`config.mk`:
```
export PLATFORM = sky130hd
export DESIGN_NAME = rsm_mul
export DESIGN_NICKNAME = d
export VERILOG_FILES = /design/src/rtl/rsm_pkg.sv /design/src/rtl/rsm_recode.sv /design/src/rtl/rsm_cca.sv /design/src/rtl/rsm_mul.sv
export SDC_FILE = /design/constraint.sdc
export NUM_CORES = 1
export LEC_CHECK = 0
export ABC_AREA = 1
export BUFFER_PORTS_ARGS = -buffer_cell sky130_fd_sc_hd__clkbuf_2
export CAP_MARGIN = 30
export CORE_ASPECT_RATIO = 1.2
export CORE_MARGIN = 5
export CORE_UTILIZATION = 42
export CTS_CLUSTER_SIZE = 24
export DETAILED_ROUTE_END_ITERATION = 8
export PLACE_DENSITY = 0.57
export SLEW_MARGIN = 20
export SYNTH_ARGS = -nofsm -noshare
export SYNTH_HDL_FRONTEND = slang
export SYNTH_SLANG_ARGS = --single-unit
```
`constraint.sdc`:
```
create_clock -name clk -period 4.4 [get_ports clk]
set_input_delay 1.32 -clock clk [delete_from_list [all_inputs] [get_ports clk]]
set_output_delay 1.32 -clock clk [all_outputs]
set_load 0.05 [all_outputs]
```
`src/rtl/rsm_pkg.sv`:
```
package rsm_pkg;

    typedef enum logic [2:0] {
        ST_IDLE,
        ST_SCAN,
        ST_WAIT,
        ST_TRIG,
        ST_SHIFT
    } rsm_state_e;

    typedef enum logic [1:0] {
        OP_SKIP,
        OP_ADD,
        OP_SUB
    } rsm_op_e;

    // Upper bound on units: N+1 steps, each at most 4 + (N+1) units.
    function automatic int units_width(input int n);
        return $clog2((n + 1) * (n + 6) + 1);
    endfunction

endpackage

```
`src/rtl/rsm_recode.sv`:
```
module rsm_recode
    import rsm_pkg::*;
(
    input  logic    cur_bit,
    input  logic    prev_bit,
    output rsm_op_e op
);
    // A run of ones starts at (1,0) and ends at (0,1).
    always_comb begin
        case ({cur_bit, prev_bit})
            2'b10:   op = OP_SUB;
            2'b01:   op = OP_ADD;
            default: op = OP_SKIP;
        endcase
    end
endmodule

```
`src/rtl/rsm_cca.sv`:
```
module rsm_cca #(
    parameter int W = 13
) (
    input  logic         clk,
    input  logic         rst,
    input  logic         go,
    input  logic [W-1:0] a,
    input  logic [W-1:0] b,
    input  logic         cin,
    output logic         fin,
    output logic [W-1:0] sum
);
    logic [W-1:0] a_q, b_q, res_q, res_nxt, prop;
    logic         cin_q, base_q, run_q;

    // A non-propagating position settles in the first unit.
    // A propagating position settles one unit after its lower neighbour.
    assign prop    = a_q ^ b_q;
    assign res_nxt = ~prop | {res_q[W-2:0], base_q};
    assign fin     = run_q && (&res_nxt);
    assign sum     = a_q + b_q + W'(cin_q);

    always_ff @(posedge clk) begin
        if (rst) begin
            a_q    <= '0;
            b_q    <= '0;
            cin_q  <= 1'b0;
            res_q  <= '0;
            base_q <= 1'b0;
            run_q  <= 1'b0;
        end else if (go) begin
            a_q    <= a;
            b_q    <= b;
            cin_q  <= cin;
            res_q  <= '0;
            base_q <= 1'b0;
            run_q  <= 1'b1;
        end else if (run_q) begin
            if (fin) begin
                run_q <= 1'b0;
            end else begin
                res_q  <= res_nxt;
                base_q <= 1'b1;
            end
        end
    end
endmodule

```
`src/rtl/rsm_mul.sv`:
```
module rsm_mul
    import rsm_pkg::*;
#(
    parameter int N = 12
) (
    input  logic                          clk,
    input  logic                          rst,
    input  logic                          start,
    input  logic [N-1:0]                  mcand,
    input  logic [N-1:0]                  mplier,
    output logic                          busy,
    output logic                          done,
    output logic [2*N-1:0]                product,
    output logic [units_width(N)-1:0]     units
);
    localparam int AW = N + 1;
    localparam int CW = units_width(N);
    localparam int SW = $clog2(AW + 1);

    rsm_state_e       state_q;
    logic [AW-1:0]    hi_q, lo_q;
    logic             qprev_q;
    logic [N-1:0]     mc_q;
    logic [SW-1:0]    step_q;
    logic [CW-1:0]    units_q;
    logic             done_q;
    logic [2*N-1:0]   prod_q;

    rsm_op_e          op_now;
    logic [AW-1:0]    addend, hi_sh, lo_sh, cca_sum;
    logic             cca_go, cca_fin, shift_en, last_step;

    rsm_recode u_rec (
        .cur_bit  (lo_q[0]),
        .prev_bit (qprev_q),
        .op       (op_now)
    );

    assign addend = (op_now == OP_SUB) ? ~{1'b0, mc_q} : {1'b0, mc_q};
    assign cca_go = (state_q == ST_SCAN) && (op_now != OP_SKIP);

    rsm_cca #(.W(AW)) u_cca (
        .clk (clk),
        .rst (rst),
        .go  (cca_go),
        .a   (hi_q),
        .b   (addend),
        .cin (op_now == OP_SUB),
        .fin (cca_fin),
        .sum (cca_sum)
    );

    // Arithmetic right shift across {hi, lo, qprev}.
    assign hi_sh     = {hi_q[AW-1], hi_q[AW-1:1]};
    assign lo_sh     = {hi_q[0], lo_q[AW-1:1]};
    assign shift_en  = ((state_q == ST_SCAN) && (op_now == OP_SKIP)) ||
                       (state_q == ST_SHIFT);
    assign last_step = (step_q == SW'(AW - 1));

    always_ff @(posedge clk) begin
        if (rst) begin
            state_q <= ST_IDLE;
            hi_q    <= '0;
            lo_q    <= '0;
            qprev_q <= 1'b0;
            mc_q    <= '0;
            step_q  <= '0;
            units_q <= '0;
            done_q  <= 1'b0;
            prod_q  <= '0;
        end else begin
            done_q <= 1'b0;
            if (state_q != ST_IDLE) begin
                units_q <= units_q + 1'b1;
            end
            case (state_q)
                ST_IDLE: begin
                    if (start) begin
                        hi_q    <= '0;
                        lo_q    <= {1'b0, mplier};
                        qprev_q <= 1'b0;
                        mc_q    <= mcand;
                        step_q  <= '0;
                        units_q <= '0;
                        state_q <= ST_SCAN;
                    end
                end
                ST_SCAN: begin
                    if (op_now != OP_SKIP) begin
                        state_q <= ST_WAIT;
                    end
                end
                ST_WAIT: begin
                    if (cca_fin) begin
                        hi_q    <= cca_sum;
                        state_q <= ST_TRIG;
                    end
                end
                ST_TRIG:  state_q <= ST_SHIFT;
                default: ;
            endcase
            if (shift_en) begin
                hi_q    <= hi_sh;
                lo_q    <= lo_sh;
                qprev_q <= lo_q[0];
                step_q  <= step_q + 1'b1;
                if (last_step) begin
                    state_q <= ST_IDLE;
                    done_q  <= 1'b1;
                    prod_q  <= {hi_sh[N-2:0], lo_sh};
                end else begin
                    state_q <= ST_SCAN;
                end
            end
        end
    end

    assign busy    = (state_q != ST_IDLE);
    assign done    = done_q;
    assign product = prod_q;
    assign units   = units_q;

endmodule

```
; Word-level counts from Yosys, hierarchy flattened
; Index checks and enable logic that the tools add are counted.
[word_totals]
latchBits = 0
elab_cells = 90
output_inout_bits = 34
romBits = 0
input_bits = 27
memories = 0
regBits = 120
ram_bits = 0
[op_classes]
addsub = 4
reduce_logical = 23
n_bitwise = 6
n_mux = 28
n_mul = 0
order_cmp = 0
div = 0
n_shift = 0
eq_ne = 13
[ops]
columns = op, count
row1 = $mux W13, 6
row2 = $pmux W13 S2, 1
row3 = $mux W8, 3
row4 = $add A13 B1 Y13, 1
row5 = $add A13 B13 Y13, 1
row6 = $not A12 Y13, 1
row7 = $not A13 Y13, 1
row8 = $or A13 B13 Y13, 1
row9 = $reduce_and A13 Y1, 1
row10 = $xor A13 B13 Y13, 1
row11 = $mux W12, 1
row12 = $mux W3, 4
row13 = $mux W4, 3
row14 = $pmux W3 S4, 1
row15 = $add A8 B1 Y8 const B, 1
row16 = $mux W1, 8
row17 = $reduce_and A2 Y1, 4
row18 = $reduce_and A4 Y1, 2
row19 = $reduce_bool A2 Y1, 4
row20 = $eq A3 B2 Y1 const B, 2
row21 = $ne A3 B3 Y1 const B, 2
row22 = $reduce_bool A3 Y1, 2
row23 = $reduce_bool A5 Y1, 1
row24 = $add A4 B1 Y4 const B, 1
row25 = other kinds (15), 21

; Logic depth before layout (Yosys ltp)
[depth]
ltp_word = 8
mapped_depth = 13
depth_no_buf = 13

; Modules after synthesis
; From an unflattened synthesis, not the netlist that was laid out.
[unflattened]
hier_cells = 839
area_unflattened_um2 = 5955.7
[by_module_without_submodules]
columns = module, instances, area_each_um2, cells_each, seq_area_each_um2
row1 = rsm_mul, 1, 3638.5, 495, 1581.5
row2 = rsm_cca, 1, 2302.2, 340, 820.8
row3 = rsm_recode, 1, 15.0, 4, 0.0

; Worst setup path after synthesis
; Ideal clock, no wire load.
[synth_timing]
kind = input to register
start = in rst
end = reg u_cca.a_q[10]
required_ns = 4.330
path_slack_ns = 2.240
stages = 5
setup_time_ns = 0.070
n_path_buf = 2
arrival_ns = 2.090
path_cell_list = inv_1 > clkbuf_1 > buf_1 > o21ai_0 > a21oi_1
[synth_rtl]
columns = element, line_no
row1 = start: declaration, rsm_mul.sv:7  ; input logic rst,
row2 = end signal: assignment, rsm_cca.sv:25  ; a_q <= '0;
row3 = end signal: assignment, rsm_cca.sv:32  ; a_q <= a;
row4 = end: declaration, rsm_cca.sv:13  ; logic [W-1:0] a_q, b_q, res_q, res_nxt, prop;

; Worst setup path after layout
[layout_timing]
start = reg state_q[2]
end = out busy
[layout_between]
elab_chain_len = 1
[layout_rtl]
columns = element, line_no
row1 = start: declaration, rsm_mul.sv:20  ; rsm_state_e state_q;
row2 = start signal: assignment, rsm_mul.sv:62  ; state_q <= ST_IDLE;
row3 = start signal: assignment, rsm_mul.sv:85  ; state_q <= ST_SCAN;
row4 = start signal: assignment, rsm_mul.sv:90  ; state_q <= ST_WAIT;
row5 = $reduce_bool A3 Y1, rsm_mul.sv:118  ; assign busy = (state_q != ST_IDLE);
row6 = end: declaration, rsm_mul.sv:11  ; output logic busy,
; No other way between the ends.

==> flow_summary_export.csv <==
group,metric,value,unit
global_route,grt_max_degree,57,
synthesis,ys_warn_count,0,
timing,fin_skew,0.00928,ns
drt,via_per_inst,5.05,
critical_path,crit_required,3.08,ns
global_route,grt_pass1_wl,22.4,mm
timing,setup_tns,0,ns
global_route,track_usage,17.8,%
critical_path,path_cells,"nor2_2, nand2_4, clkbuf_2",
run,drv_cap,0,
synthesis,async_reset_ff_share,0,%
clocking,cts_tree,"yes",
synthesis,synth_area_per_cell,7.35,um^2
pwr,p_comb_share,26.3,%
pwr,p_sw,1.32,mW
floorplanning,io_pins,61,
drt,drt_wl_total,13.3,mm
synthesis,synthCells,755,
timing,setup_violations,0,
critical_path,crit_fanout,9,
drt,drtIter0Drc,365,
finish,drive_gt1_share,14.8,%
pwr,power_density,590,nW/um^2
drt,drcViolationCount,0,
synthesis,synth_edf_count,0,
finish,diodes,0,
clocking,htreeDepth,4,
placement,dp.cells,952,
clocking,clock_latency,0.41,ns
timing,slew_headroom,48.1,%
timing,drv_slew,0,
clocking,postCtsSetupBuffers,0,
drt,detail_route.wl_per_cell,13.5,um
clocking,hold_buffers,0,
pwr,peakVddDrop,0.000355,V
floorplanning,dieArea,15600,um^2
synthesis,yosys-top-cells-area,"dfxtp_1 (43%), nand2_1 (14%), a21oi_1 (7.7%), nand3_1 (5.6%), o21ai_0 (5.1%)",
floorplanning,die_w,115,um
clocking,cts_buffers,17,
finish,mostFrequentLayoutCell,"nand2_1",
critical_path,critPathLaunchType,"register",
clocking,cts_root_buffer,"clkbuf_16",
clocking,cts_resized,0,
floorplanning,start_util,42.3,%
floorplanning,die_y,136,um
synthesis,synth-seq-cells,119,
synthesis,syn-num-nets,800,
timing,final_hold_viol_count,0,
pwr,intPower,2.53,mW
floorplanning,rows,46,
finish,final_cell_mix,"nand2_1 (203), dfxtp_1 (119), a21oi_1 (85), inv_1 (72), nand3_1 (62)",
hold_path,hold_path.class,"reg2reg",
timing,max_freq,361,MHz
finish,fill_cells,1311,
global_route,overflow,0,
drt,firstDrtPassIters,4,
critical_path,cp_num_buf_inv,1,
synthesis,ys_seq_area_share,42.9,%
critical_path,critPathCaptureType,"primary output",
clocking,clock_sink_count,119,
drt,detail-route-antenna-nets,0,
placement,dp.final_hpwl,9.50,mm
clocking,cts_buffer_depth,2,
pwr,clkPwrFrac,39.7,%
drt,vias,4973,
pwr,p_leak,2.73,nW
synthesis,ys.flop_type,"dfxtp_1",
floorplanning,coreArea,13100,um^2
global_route,grt_pass1_vias,4780,
critical_path,critPathMaxStageDelay,0.35,ns
timing,tightest_slew,0.778,ns
critical_path,worstSetupPathType,"reg2out",
timing,rsz0062_at_grt,"false",
synthesis,post_synth_num_cell_types,37,
timing,min_period,2.77,ns
clocking,clk_pin_slew,0.05,ns
pwr,power.share.switching,34.3,%
critical_path,cpLargestDelayFamily,"simple AND/OR/NAND/NOR gates",
synthesis,syn_area,5550,um^2
run_status,status,"finished clean",
global_route,antenna_found_initial,0,
placement,portBuffers,60,
finish,area_growth,17.8,%
critical_path,critPathSlowestCell,"dfxtp_1",
placement,place_congestion,0.871,
synthesis,yosysTopAreaCell,"dfxtp_1",
finish,fin_cells,984,
synthesis,synth_top_area_share,42.9,%
critical_path,arrival,1.45,ns
timing,period_share,63.0,%
finish,fin_nets,848,
pwr,seqPwrFrac,33.9,%
[cell families after synthesis]
group	count (synthesis)	share of synthesized area (%)
xor gates and xnor gates	14	2.21
and+or+nand+nor	316	24.6
DFF	119	42.9
AOI/OAI and AO/OA	174	16.6
adders and majority gates	18	4.33
buffers and inverters	114	9.33
[state kept, by name, indices dropped and copies added, names as in the netlist]
| signal | count |
|---|---|
| product | 24 |
| hi_q | 13 |
| lo_q | 13 |
| u_cca.a_q | 13 |
| mc_q | 12 |
| u_cca.b_q | 12 |
| u_cca.res_q | 12 |
| units | 8 |
| step_q | 4 |
| state_q | 3 |
| done | 1 |
| qprev_q | 1 |
| u_cca.base_q | 1 |
| u_cca.cin_q | 1 |
| u_cca.run_q | 1 |
[cells in the mapped netlist (2+ instances only)]
cell,count
a21oi_1,85
a21oi_2,3
a31oi_1,15
buf_1,5
buf_2,6
buf_4,9
buf_6,6
clkbuf_1,9
dfxtp_1,119
fa_1,2
ha_1,16
inv_1,72
inv_2,5
nand2_1,203
nand2_2,3
nand2_4,3
nand3_1,62
nand4_1,5
nor2_1,30
nor2_2,3
nor2_4,2
o21ai_0,57
o21ai_1,5
o21bai_1,3
o22ai_1,3
xnor2_1,13
[per-layer routing]
layer / track usage, % / share of wire [%] / routed length [um] / up-vias
met5: 0 / 0 / 0 / -
met4: 6.39 / 2.0 / 268 / 0
met3: 4.19 / 4.0 / 538 / 21
met2: 29.8 / 48 / 6360 / 102
met1: 22.2 / 46 / 6130 / 2282
li1: - / - / - / 2568
[through the flow]
stage	worst slack [ns]	total power, mW	hold WS (ns)	util, %	area, um^2
after floorplan	2.24	2.18	0.429	-	5550
after global placement	1.74	2.33	0.442	44.8	5880
after detailed placement	1.69	2.35	0.448	44.8	5880
after CTS	1.61	3.89	0.457	49.8	6540
after global routing	1.56	4.08	0.478	49.8	6540
final	1.63	3.86	0.453	49.8	6540
[worst min-delay path, stage by stage, from the launching register on]
cell and delay [ns]:
dfxtp_1 0.29, inv_1 0.06, a21oi_1 0.05
[path summary, 6_finish.rpt]
path | slack (ns) | from | depth (start not counted) | to
max | 1.63 | state_q[2]$_SDFFE_PP0P_ | 3 | busy
min | 0.45 | u_cca.res_q[2]$_SDFFE_PP0P_ | 2 | u_cca.res_q[2]$_SDFFE_PP0P_
max reg2reg | 2.29 | qprev_q$_SDFFE_PP0P_ | 9 | state_q[0]$_SDFFE_PP0P_
min reg2reg | 0.45 | u_cca.res_q[2]$_SDFFE_PP0P_ | 2 | u_cca.res_q[2]$_SDFFE_PP0P_
[power groups by stage]
| stage | clock network [mW] | logic (mW) | registers [mW] |
|---|---|---|---|
| 2_1_floorplan | 0 | 0.859 | 1.32 |
| 3_3_place_gp | 0 | 1.01 | 1.33 |
| 3_5_place_dp | 0 | 1.02 | 1.33 |
| 4_1_cts | 1.56 | 1.02 | 1.31 |
| 5_1_grt | 1.61 | 1.15 | 1.32 |
| 6_report | 1.53 | 1.01 | 1.31 |
[cell type report]
| class | count | area, um^2 | area share (%) |
|---|---|---|---|
| multi-input combinational | 522 | 2650 | 40.6 |
| sequential | 119 | 2380 | 36.4 |
| clock buffer | 18 | 439 | 6.72 |
| timing repair buffer | 64 | 330 | 5.05 |
| inverter | 79 | 300 | 4.59 |
| clock inverter | 14 | 224 | 3.42 |
| tap | 168 | 210 | 3.21 |
Power figures use the tool's default switching activity.
